<file path="src/rtl/irqc_pkg.sv">
package irqc_pkg;
  localparam int unsigned REG_W   = 8;
  localparam int unsigned SRC_N   = 5;
  localparam int unsigned SRC_LSB = 1;
  // source index inside the flag vector (bit position minus SRC_LSB)
  localparam int unsigned IDX_USB = 0;
  localparam int unsigned IDX_TMR = 1;
  localparam int unsigned IDX_P3  = 2;
  localparam int unsigned IDX_X0  = 3;
  localparam int unsigned IDX_X1  = 4;

  typedef enum logic [1:0] {
    ADDR_EN  = 2'd0,
    ADDR_FLG = 2'd1,
    ADDR_CLR = 2'd2,
    ADDR_NONE = 2'd3
  } reg_addr_e;

  typedef logic [SRC_N-1:0] src_vec_t;
endpackage

</file>
<file path="src/rtl/irqc_fall_detect.sv">
module irqc_fall_detect #(
  parameter int unsigned W = 1
) (
  input  logic         clk,
  input  logic         rst_n,
  input  logic [W-1:0] pin_i,
  input  logic [W-1:0] mode_i,
  output logic [W-1:0] fall_o
);
  logic [W-1:0] s1_q, s2_q, prev_q;
  logic [W-1:0] s1_d, s2_d, prev_d;

  always_comb begin
    s1_d   = pin_i;
    s2_d   = s1_q;
    prev_d = s2_q;
  end

  always_ff @(posedge clk or negedge rst_n) begin
    if (!rst_n) begin
      s1_q   <= '0;
      s2_q   <= '0;
      prev_q <= '0;
    end else begin
      s1_q   <= s1_d;
      s2_q   <= s2_d;
      prev_q <= prev_d;
    end
  end

  for (genvar i = 0; i < W; i++) begin : g_bit
    assign fall_o[i] = prev_q[i] & ~s2_q[i] & mode_i[i];
  end

  // a single falling edge produces a one-cycle detect pulse
  a_r7_single_pulse: assert property (@(posedge clk) disable iff (!rst_n)
    (fall_o != '0) |=> ((fall_o & $past(fall_o)) == '0));
endmodule

</file>
<file path="src/rtl/irqc_flag_bank.sv">
module irqc_flag_bank #(
  parameter int unsigned N = 5
) (
  input  logic         clk,
  input  logic         rst_n,
  input  logic [N-1:0] evt_i,
  input  logic         clr_we_i,
  input  logic [N-1:0] clr_mask_i,
  output logic [N-1:0] flag_o
);
  logic [N-1:0] flag_q, flag_d, kill;

  always_comb begin
    kill   = clr_we_i ? clr_mask_i : '0;
    flag_d = (flag_q & ~kill) | evt_i;   // event wins over clear
  end

  always_ff @(posedge clk or negedge rst_n) begin
    if (!rst_n) flag_q <= '0;
    else        flag_q <= flag_d;
  end

  assign flag_o = flag_q;

  // every event leaves its flag set on the next cycle
  a_r3_event_sets: assert property (@(posedge clk) disable iff (!rst_n)
    (evt_i != '0) |=> ((flag_q & $past(evt_i)) == $past(evt_i)));
  // flags only drop on a clear write
  a_r4_no_spurious_clear: assert property (@(posedge clk) disable iff (!rst_n)
    !clr_we_i |=> ((flag_q & $past(flag_q)) == $past(flag_q)));
  // same-cycle event and clear keeps the bit
  a_r5_event_wins: assert property (@(posedge clk) disable iff (!rst_n)
    (clr_we_i && ((evt_i & clr_mask_i) != '0))
      |=> ((flag_q & $past(evt_i & clr_mask_i)) == $past(evt_i & clr_mask_i)));
endmodule

</file>
<file path="src/rtl/irq_flag_ctrl.sv">
module irq_flag_ctrl
  import irqc_pkg::*;
#(
  parameter int unsigned P3_W = 8
) (
  input  logic             clk,
  input  logic             rst_n,
  input  logic             reg_sel,
  input  logic             reg_wr,
  input  logic [1:0]       reg_addr,
  input  logic [REG_W-1:0] reg_wdata,
  output logic [REG_W-1:0] reg_rdata,
  input  logic             usb_done,
  input  logic             tmr_uflow,
  input  logic [P3_W-1:0]  p3_pin,
  input  logic [P3_W-1:0]  p3_in_mode,
  input  logic             ext0_pin,
  input  logic             ext0_in_mode,
  input  logic             ext1_pin,
  input  logic             ext1_in_mode,
  output logic             irq_o
);
  logic [P3_W-1:0] p3_fall;
  logic [1:0]      ext_fall;
  src_vec_t        evt, flags, en_q, en_d, wsrc;
  logic            wr_any, en_we, clr_we;

  irqc_fall_detect #(.W(P3_W)) u_p3_det (
    .clk(clk), .rst_n(rst_n), .pin_i(p3_pin), .mode_i(p3_in_mode), .fall_o(p3_fall));

  irqc_fall_detect #(.W(2)) u_ext_det (
    .clk(clk), .rst_n(rst_n),
    .pin_i({ext1_pin, ext0_pin}), .mode_i({ext1_in_mode, ext0_in_mode}),
    .fall_o(ext_fall));

  always_comb begin
    evt          = '0;
    evt[IDX_USB] = usb_done;
    evt[IDX_TMR] = tmr_uflow;
    evt[IDX_P3]  = |p3_fall;
    evt[IDX_X0]  = ext_fall[0];
    evt[IDX_X1]  = ext_fall[1];
  end

  always_comb begin
    wr_any = reg_sel & reg_wr;
    en_we  = wr_any & (reg_addr == ADDR_EN);
    clr_we = wr_any & (reg_addr == ADDR_CLR);
    wsrc   = reg_wdata[SRC_LSB +: SRC_N];
    en_d   = en_we ? wsrc : en_q;
  end

  always_ff @(posedge clk or negedge rst_n) begin
    if (!rst_n) en_q <= '0;
    else        en_q <= en_d;
  end

  irqc_flag_bank #(.N(SRC_N)) u_flags (
    .clk(clk), .rst_n(rst_n), .evt_i(evt),
    .clr_we_i(clr_we), .clr_mask_i(wsrc), .flag_o(flags));

  always_comb begin
    reg_rdata = '0;
    if (reg_sel) begin
      unique case (reg_addr_e'(reg_addr))
        ADDR_EN:  reg_rdata[SRC_LSB +: SRC_N] = en_q;
        ADDR_FLG: reg_rdata[SRC_LSB +: SRC_N] = flags;
        default:  reg_rdata = '0;
      endcase
    end
  end

  assign irq_o = |(flags & en_q);

  // with nothing enabled the request line stays low
  a_r2_masked_quiet: assert property (@(posedge clk) disable iff (!rst_n)
    (en_q == '0) |-> !irq_o);
  // unused bit positions never read as 1
  a_r1_unused_zero: assert property (@(posedge clk) disable iff (!rst_n)
    (reg_rdata[0] == 1'b0) && (reg_rdata[REG_W-1:SRC_LSB+SRC_N] == '0));
endmodule

</file>
<file path="config.mk">
export PLATFORM = sky130hd
export DESIGN_NAME = irq_flag_ctrl
export DESIGN_NICKNAME = d
export VERILOG_FILES = /design/src/rtl/irqc_pkg.sv /design/src/rtl/irqc_fall_detect.sv /design/src/rtl/irqc_flag_bank.sv /design/src/rtl/irq_flag_ctrl.sv
export SDC_FILE = /design/constraint.sdc
export NUM_CORES = 1
export LEC_CHECK = 0
export ABC_CLOCK_PERIOD_IN_PS = 1000
export BUFFER_PORTS_ARGS = -buffer_cell sky130_fd_sc_hd__buf_2
export CELL_PAD_IN_SITES_DETAIL_PLACEMENT = 1
export CELL_PAD_IN_SITES_GLOBAL_PLACEMENT = 2
export CORE_AREA = 2 2 77 79
export DETAILED_ROUTE_END_ITERATION = 6
export DIE_AREA = 0 0 79 81
export GPL_TIMING_DRIVEN = 0
export PLACE_DENSITY_LB_ADDON = 0.1
export SLEW_MARGIN = 20
export SYNTH_ARGS = -nofsm -noshare
export SYNTH_HDL_FRONTEND = slang
export SYNTH_SLANG_ARGS = --single-unit
</file>
<file path="constraint.sdc">
create_clock -name clk -period 1 [get_ports clk]
set_input_delay 0.1 -clock clk [delete_from_list [all_inputs] [get_ports clk]]
set_output_delay 0.1 -clock clk [all_outputs]
set_load 0.02 [all_outputs]
</file>
## Word level (Yosys, flattened, before mapping)

Index checks and enable logic that the tools add are counted.

- Bits in registers: 40
- Input port bits: 36
- Logic and storage cells: 53

- Eq/ne operators: 2
- Multiplexer cells: 3
- Bitwise logic cells: 37
- Reduce and logical (&&, ||, !) cells: 3

Operator list:

| kind | count |
|---|---|
| $and 1x1->1 | 23 |
| $and 5x5->5 | 2 |
| $not 1->1 | 10 |
| $pmux 5 s2 | 1 |
| $reduce_or 8->1 | 1 |
| $mux 6 | 1 |
| $mux 5 | 1 |
| $not 5->5 | 1 |
| $or 5x5->5 | 1 |
| $reduce_or 5->1 | 1 |
| $eq 2x1->1 const B | 1 |
| $eq 2x2->1 const B | 1 |
| $logic_not 2->1 | 1 |

## Logic depth before layout (Yosys ltp)

Gate-level depths: netlist of run 1.

- Depth in word-level cells: 6
- Mapped depth: 5

## By module

A second synthesis of run 1 with hierarchy kept.

- Cell total of the unflattened synthesis: 89
- Area, all modules: 1397.6 um^2

Modules (own cells, without submodules):

| module | times used | cells an instance | area an instance (um^2) |
|---|---|---|---|
| irqc_fall_detect at u_p3_det | 1 | 32 | 670.6 |
| irq_flag_ctrl | 1 | 34 | 377.9 |
| irqc_flag_bank | 1 | 15 | 181.4 |
| irqc_fall_detect at u_ext_det | 1 | 8 | 167.7 |

## Worst setup path before layout of run 1

OpenSTA, ideal clock, no wires.

- Path kind: input port to flip-flop
- Start point: input port reg_addr[0]
- End point: register u_flags.flag_q[2] (netlist: u_flags.flag_o[2])
- Setup time: 0.123 ns
- Arrival: 0.861 ns
- Required time: 0.877 ns
- Setup slack: 0.016 ns
- Stages on the path: 5
- Buffers on the path: 1
- Cell sequence: buf_6 and4b_2 nand2_1 a211oi_1 nand2_1

- Cells in the longest elaborated chain, start to end: 6

Ends and longest elaborated chain:

| item | line | text |
|---|---|---|
| start: declaration | irq_flag_ctrl.sv:10 | `input logic [1:0] reg_addr,` |
| $eq 2x2->1 | irq_flag_ctrl.sv:48 | `clr_we = wr_any & (reg_addr == ADDR_CLR);` |
| $and 1x1->1 | irq_flag_ctrl.sv:48 |  |
| $mux 5 | irqc_flag_bank.sv:14 | `kill = clr_we_i ? clr_mask_i : '0;` |
| $not 5->5 | irqc_flag_bank.sv:15 | `flag_d = (flag_q & ~kill) \| evt_i;` |
| $and 5x5->5 | irqc_flag_bank.sv:15 |  |
| $or 5x5->5 | irqc_flag_bank.sv:15 |  |
| via u_flags.flag_d[2] | irqc_flag_bank.sv:11 | `logic [N-1:0] flag_q, flag_d, kill;` |
| end signal: assignment | irqc_flag_bank.sv:20 | `else flag_q <= flag_d;` |
| end: declaration | irqc_flag_bank.sv:11 |  |

The timed path passes the listed nets, and every way through them passes these cells.
A chain may end at the register's enable or synchronous reset.

## Final worst setup path of run 1

- Start point: register en_q[3]
- End point: output port irq_o

- Cells in the longest elaborated chain, start to end: 2

Ends and longest elaborated chain:

| item | line | text |
|---|---|---|
| start: declaration | irq_flag_ctrl.sv:25 | `src_vec_t evt, flags, en_q, en_d, wsrc;` |
| start signal: assignment | irq_flag_ctrl.sv:55 | `else en_q <= en_d;` |
| $and 5x5->5 | irq_flag_ctrl.sv:73 | `assign irq_o = \|(flags & en_q);` |
| $reduce_or 5->1 | irq_flag_ctrl.sv:73 |  |
| end: declaration | irq_flag_ctrl.sv:21 | `output logic irq_o` |

No other way between the ends.

==> impl_metrics.tcl, run 1 <==
set metrics [dict create \
    dp_worst_setup_slack_ns -0.142 \
    cp-endpoint "irq_o" \
    cp.arrival_ns 1.29 \
    die_h_um 81 \
    floorplan.io_pins 45 \
    grt-ovfl-total 0 \
    grt_pass1_vias 931 \
    worst-r2r-setup-slack_ns 0.10 \
    global_route.usage.met3 0.0367 \
    core_area_sq_mm 0.00568 \
    detail_route.wl_per_cell_um 11.8 \
    worstPathRequired_ns 0.90 \
    synthesis.area_per_instance_sq_um 14.2 \
    fp.dieArea_sq_mm 0.00640 \
    cts-buffers-inserted 5 \
    cts.clk_slew.worst_paths_ns 0.07 \
    antenna_found_initial 0 \
    grt.busiest_layer "met2" \
    r2r-end "en_q[3]" \
    place_hpwl_mm 1.94 \
    failed_checks "hold timing, setup timing" \
    run_status "complete, but fails checks" \
    worst_setup_path_start_kind "flop" \
    class_of_the_tightest_hold_or_removal_check "in2async" \
    worst_slew_pin_slew_ns 0.876 \
    tritoncts_clock_tree "built" \
    grt_util_met1 0.114 \
    floorplan.initialDensity 0.238 \
    instance_count_of_the_mapped_netlist 95 \
    tritoncts_num_sinks 40 \
    track_usage 0.0956 \
    gp_routability_congestion 0.698 \
    sequential_cell_area_sq_mm 0.00100 \
    synth_top_cell_by_area "sky130_fd_sc_hd__dfrtp_1" \
    worst-path-max-fanout 2 \
    reg2regPathDepth 2 \
    cts_root_buffer "sky130_fd_sc_hd__clkbuf_8" \
    final_core_util 0.331 \
    total_leakage_power_nw 0.883 \
    pwr_density_cell_mw_per_mm2 1690 \
    end_kind "output pin" \
    final_net_count 194 \
    synth_area_leaders "sky130_fd_sc_hd__dfrtp_1 (74%), sky130_fd_sc_hd__nand2_1 (5.6%), sky130_fd_sc_hd__mux2_2 (4.2%)" \
    final_cell_area_sq_mm 0.00188 \
    clock_skew_ns 0.00812 \
    post_drt_via_cell_ratio 3.94 \
    layout_cell_share_with_drive_strength_beyond_1 0.380 \
    setup_slack_ns -0.389 \
    synth.cell_area_sq_mm 0.00135 \
    num_antenna_cells 0 \
    final_period_minus_worst_setup_slack_ns 1.39 \
    post_layout_nonfiller_instances 233 \
    multi_input_combinational_cell_area_sq_um 329 \
    cap_violations 0 \
    grt_max_degree 41 \
    clk_latency_ns 0.28 \
    maxSlewViolCount 0 \
    startpoint "en_q[3]" \
    setup_viol 6 \
    place.detailed.instances 209 \
    ys_ff_latch 40 \
    slew-limit-headroom 0.416 \
    report.final.hold_viol_count 40 \
    placement.cell_area_sq_mm 0.00164 \
    critical_path_class "reg2out" \
    yosysWarnings 0 \
    die_x_um 79 \
    clock_path_buffers 2 \
    numPortBuffers 37 \
    grt_util_met2 0.152 \
    vdd.ir_drop.worst_mv 0.780 \
    drt-total-wl_mm 2.74 \
    timing.hold.ws_ns -0.0672 \
    placement_rows 28 \
    seq_area_frac_synth 0.741 \
    initialDrtViolationCount 65 \
    areaGrowthSynthToFinish_pct 39.0 \
    route.antenna.remaining_nets 0 \
    post-route-drc-count 0 \
    grt_pass1_wl_mm 4.54 \
    rsz_0062_raised_after_global_routing "true" \
    yosysTopAreaCellShare 0.741 \
    num_vias 917 \
    layout_worst_path_cycle_share 1.39 \
    cts_max_level 2 \
    fill_cells 653 \
    origin_of_the_critical_flop_to_flop_path "en_q[3]" \
    max_freq_mhz 720 \
    synth.distinct_cells 17 \
    first_pass_iters 5 \
]
[metal layers]
metal	share of wire	vias to the layer above
li1	-	438
met1	0.42	444
met2	0.50	31
met3	0.064	4
met4	0.014	0
met5	0	-
[how the worst min path moves through the flow]
stage	end	slack (ns)
6_report	u_flags.flag_o[0]	-0.07
5_1_grt	u_ext_det.prev_q[0]	0.005
4_1_cts	u_flags.flag_o[0]	-0.04
3_5_place_dp	u_p3_det.s1_q[3]	0.21
3_3_place_gp	u_p3_det.s1_q[4]	0.21
2_1_floorplan	en_q[0]	-0.20
[cell usage after synthesis]
library cell	number
sky130_fd_sc_hd__a211oi_1	1
sky130_fd_sc_hd__a21o_1	2
sky130_fd_sc_hd__a222oi_1	1
sky130_fd_sc_hd__a22oi_1	1
sky130_fd_sc_hd__and4b_2	1
sky130_fd_sc_hd__buf_4	3
sky130_fd_sc_hd__buf_6	1
sky130_fd_sc_hd__conb_1	1
sky130_fd_sc_hd__dfrtp_1	40
sky130_fd_sc_hd__mux2_2	5
sky130_fd_sc_hd__mux2i_1	5
sky130_fd_sc_hd__nand2_1	20
sky130_fd_sc_hd__nand2b_1	1
sky130_fd_sc_hd__nor2_1	6
sky130_fd_sc_hd__nor3_4	1
sky130_fd_sc_hd__o21ai_0	2
sky130_fd_sc_hd__o22ai_1	4
[state kept, by name, indices dropped and copies added, names as in the netlist]
name              flops
en_q                  5
u_ext_det.prev_d      2
u_ext_det.prev_q      2
u_ext_det.s1_q        2
u_flags.flag_o        5
u_p3_det.prev_d       8
u_p3_det.prev_q       8
u_p3_det.s1_q         8
[critical path: stages, from the launching register on]
cell,delay [ns]
sky130_fd_sc_hd__dfrtp_1,0.40
sky130_fd_sc_hd__a222oi_1,0.36
sky130_fd_sc_hd__nand2_1,0.08
sky130_fd_sc_hd__buf_2,0.17
[power breakdown]
group / switching, mW / internal, mW / total [mW]
clock network: 0.504 / 0.474 / 0.978
registers: 0.0622 / 1.74 / 1.80
logic: 0.185 / 0.211 / 0.396
total: 0.751 / 2.42 / 3.17
[cell type report]
class / count / area share
clock buffers: 6 / 0.0386
multi-input cells: 53 / 0.175
well taps: 75 / 0.0500
flip-flops and latches: 40 / 0.533
repair buffers: 54 / 0.183
plain buffers: 4 / 0.0180
clock inverters: 1 / 0.00266
[timing repair]
action,4_1_cts,5_1_grt
buffers inserted,3,2
gates resized for setup,0,1
hold endpoints to repair,52,0
endpoints found under the setup margin,6,7
hold buffers,12,0
pin swaps,1,2
[through the flow]
step | power (mW) | setup TNS [ns]
floorplan | 2.00 | 0
global placement | 2.15 | -0.451
detailed placement | 2.17 | -0.493
CTS | 3.23 | -1.39
global route | 3.35 | -1.78
finish | 3.17 | -1.23
[placed cells by master (no fill, tap or decap)]
master and count:
sky130_fd_sc_hd__a211oi_2 1, sky130_fd_sc_hd__a21o_1 2, sky130_fd_sc_hd__a222oi_1 1, sky130_fd_sc_hd__a22oi_1 1, sky130_fd_sc_hd__and4b_2 1, sky130_fd_sc_hd__buf_2 37
sky130_fd_sc_hd__buf_4 8, sky130_fd_sc_hd__buf_6 1, sky130_fd_sc_hd__clkbuf_1 1, sky130_fd_sc_hd__clkbuf_8 5, sky130_fd_sc_hd__clkinv_2 1, sky130_fd_sc_hd__conb_1 3
sky130_fd_sc_hd__dfrtp_1 40, sky130_fd_sc_hd__dlygate4sd3_1 12, sky130_fd_sc_hd__mux2_2 5, sky130_fd_sc_hd__mux2i_1 5, sky130_fd_sc_hd__nand2_1 20, sky130_fd_sc_hd__nand2b_1 1
sky130_fd_sc_hd__nor2_1 6, sky130_fd_sc_hd__nor3_4 1, sky130_fd_sc_hd__o21ai_0 2, sky130_fd_sc_hd__o22ai_1 4
[logic make-up after synthesis]
logic type             synth area share
AND/OR/NAND/NOR                  0.0972
AO/OA/AOI/OAI                    0.0556
other                           0.00278
buffers and inverters            0.0250
flip-flops                        0.741
multiplexers                     0.0787
Power figures use the tool's default switching activity.
==> run 2: changes to the inputs <==
ABC_CLOCK_PERIOD_IN_PS = unset   (was 1000)
PLACE_DENSITY = 0.72   (was unset)
PLACE_DENSITY_LB_ADDON = unset   (was 0.1)
==> run 2 against run 1 <==
Final cell count is 0.43% higher. Clock skew is 0.0053 ns lower. Critical path depth stayed put. Critical endpoint unchanged. Sequential power hardly changed. Sequential share of layout area is 0.94 points lower. Core utilization is 0.60 points higher. Final area is 1.8% higher. Flip-flop and latch count stayed put. The run still ends with hold timing, setup timing left. Clock-buffer cell count is 1 lower. Clock power is 31% higher.
==> impl_metrics.tcl, run 2 (synthesis results as in run 1) <==
set metrics [dict create \
    setup_slack_ns -0.446 \
    first_pass_iters 4 \
    worst_setup_path_start_kind "flop" \
    clk_latency_ns 0.29 \
    tritoncts_num_sinks 40 \
    numPortBuffers 37 \
    critical_path_class "reg2out" \
    route.antenna.remaining_nets 0 \
    grt_max_degree 41 \
    report.final.hold_viol_count 40 \
    cts.clk_slew.worst_paths_ns 0.07 \
    layout_worst_path_cycle_share 1.45 \
    core_area_sq_mm 0.00568 \
    layout_cell_share_with_drive_strength_beyond_1 0.390 \
    cap_violations 0 \
    floorplan.io_pins 45 \
    end_kind "output pin" \
    cts.hold.buffers_added 12 \
    failed_checks "hold timing, setup timing" \
    slew-limit-headroom 0.433 \
    gp_routability_congestion 0.702 \
    place_hpwl_mm 2.10 \
    worst_slew_pin_slew_ns 0.851 \
    die_x_um 79 \
    most-common-layout-cells "sky130_fd_sc_hd__dfrtp_1 (40), sky130_fd_sc_hd__buf_2 (37), sky130_fd_sc_hd__nand2_1 (20), sky130_fd_sc_hd__dlygate4sd3_1 (12), sky130_fd_sc_hd__buf_4 (8)" \
    final_cell_area_sq_mm 0.00191 \
    final_net_count 194 \
    worstPathRequired_ns 0.90 \
    cp_slowest_cell "sky130_fd_sc_hd__dfrtp_1" \
    cells_traversed_along_the_worst_timing_path "a222oi_1, nand2_1, buf_2" \
    floorplan.initialDensity 0.238 \
    cp.arrival_ns 1.35 \
    grt_pass1_vias 1055 \
    post_layout_nonfiller_instances 234 \
    cts_root_buffer "sky130_fd_sc_hd__clkbuf_8" \
    worst-path-max-fanout 2 \
    initialDrtViolationCount 13 \
    post_drt_via_cell_ratio 4.00 \
    cts-buffers-inserted 5 \
    dp_worst_setup_slack_ns -0.165 \
    run_status "complete, but fails checks" \
    final_common_cell "sky130_fd_sc_hd__dfrtp_1" \
    final_core_util 0.337 \
    areaGrowthSynthToFinish_pct 41.5 \
    track_usage 0.0983 \
    setup_viol 6 \
    max_freq_mhz 692 \
    total_leakage_power_nw 0.896 \
    class_of_the_tightest_hold_or_removal_check "in2async" \
    origin_of_the_critical_flop_to_flop_path "u_p3_det.prev_q[6]" \
    fp.dieArea_sq_mm 0.00640 \
    clock_path_buffers 2 \
    placement_rows 28 \
    timing.hold.ws_ns -0.0858 \
    die_h_um 81 \
    num_antenna_cells 0 \
    placement.cell_area_sq_mm 0.00164 \
    maxSlewViolCount 0 \
    grt_pass1_wl_mm 4.82 \
    post-route-drc-count 0 \
    num_vias 936 \
    rsz_0062_raised_after_global_routing "true" \
    vdd.ir_drop.worst_mv 1.04 \
    pwr_density_cell_mw_per_mm2 1810 \
    place.detailed.instances 209 \
    startpoint "u_flags.flag_o[3]" \
    clock_skew_ns 0.00278 \
    drt-total-wl_mm 2.74 \
    tritoncts_clock_tree "built" \
    cts_max_level 2 \
    final_period_minus_worst_setup_slack_ns 1.45 \
    antenna_found_initial 0 \
    detail_route.wl_per_cell_um 11.7 \
    total_power_mw 3.47 \
    grt-ovfl-total 0 \
    slowest_delay_ns 0.39 \
]
==> run 2: worst max-delay path: cells and delay by family (launching register included) <==
| kind | cells | cell delay (ns) |
|---|---|---|
| AOI/OAI and AO/OA | 1 | 0.39 |
| DFF | 1 | 0.39 |
| and+or+nand+nor | 1 | 0.11 |
| buffers and inverters | 1 | 0.17 |
==> run 2: final cells by class <==
class | count | area [sq um]
clock buffer | 5 | 68.8
fill | 644 | 3760
sequential | 40 | 1000
buffer | 4 | 33.8
clock inverter | 3 | 42.5
tap | 75 | 93.8
timing repair buffer | 54 | 343
multi-input combinational | 53 | 329
==> run 2: what timing repair did <==
action,in CTS,in global routing
setup endpoints to repair,6,7
pin swaps,2,0
cloned,0,0
gates resized for setup,0,1
endpoints found under the hold margin,52,40
setup buffers,3,2
==> run 2: final timing paths <==
check / endpoint / slack, ns / cells after the start
max in group asynchronous: en_q[2] / 0.55 / 1
worst max register to register: u_flags.flag_o[2] / 0.11 / 4
worst max-delay path: irq_o / -0.45 / 3
min in group clk: u_flags.flag_o[4] / 0.06 / 3
worst min register to register: u_ext_det.prev_d[1] / 0.35 / 0
worst min-delay path: u_p3_det.s1_q[4] / -0.09 / 1
==> run 2: through the flow <==
stage	hold slack, ns	TNS [ns]
after global routing	-0.0243	-1.68
after detailed placement	0.209	-0.725
after CTS	-0.0555	-1.40
after floorplan	-0.196	0
after global placement	0.209	-0.303
final	-0.0858	-1.26
==> run 2: power by group <==
part	switching [mW]	leakage (nW)	internal [mW]	total, mW
registers	0.0658	0.457	1.74	1.80
clock network	0.542	0.0541	0.738	1.28
logic	0.181	0.385	0.206	0.386
==> run 2: layer usage <==
layer	GRT usage	share of wire
met5	0	0
met4	0.0362	0.017
met3	0.0378	0.067
met2	0.178	0.52
met1	0.104	0.39
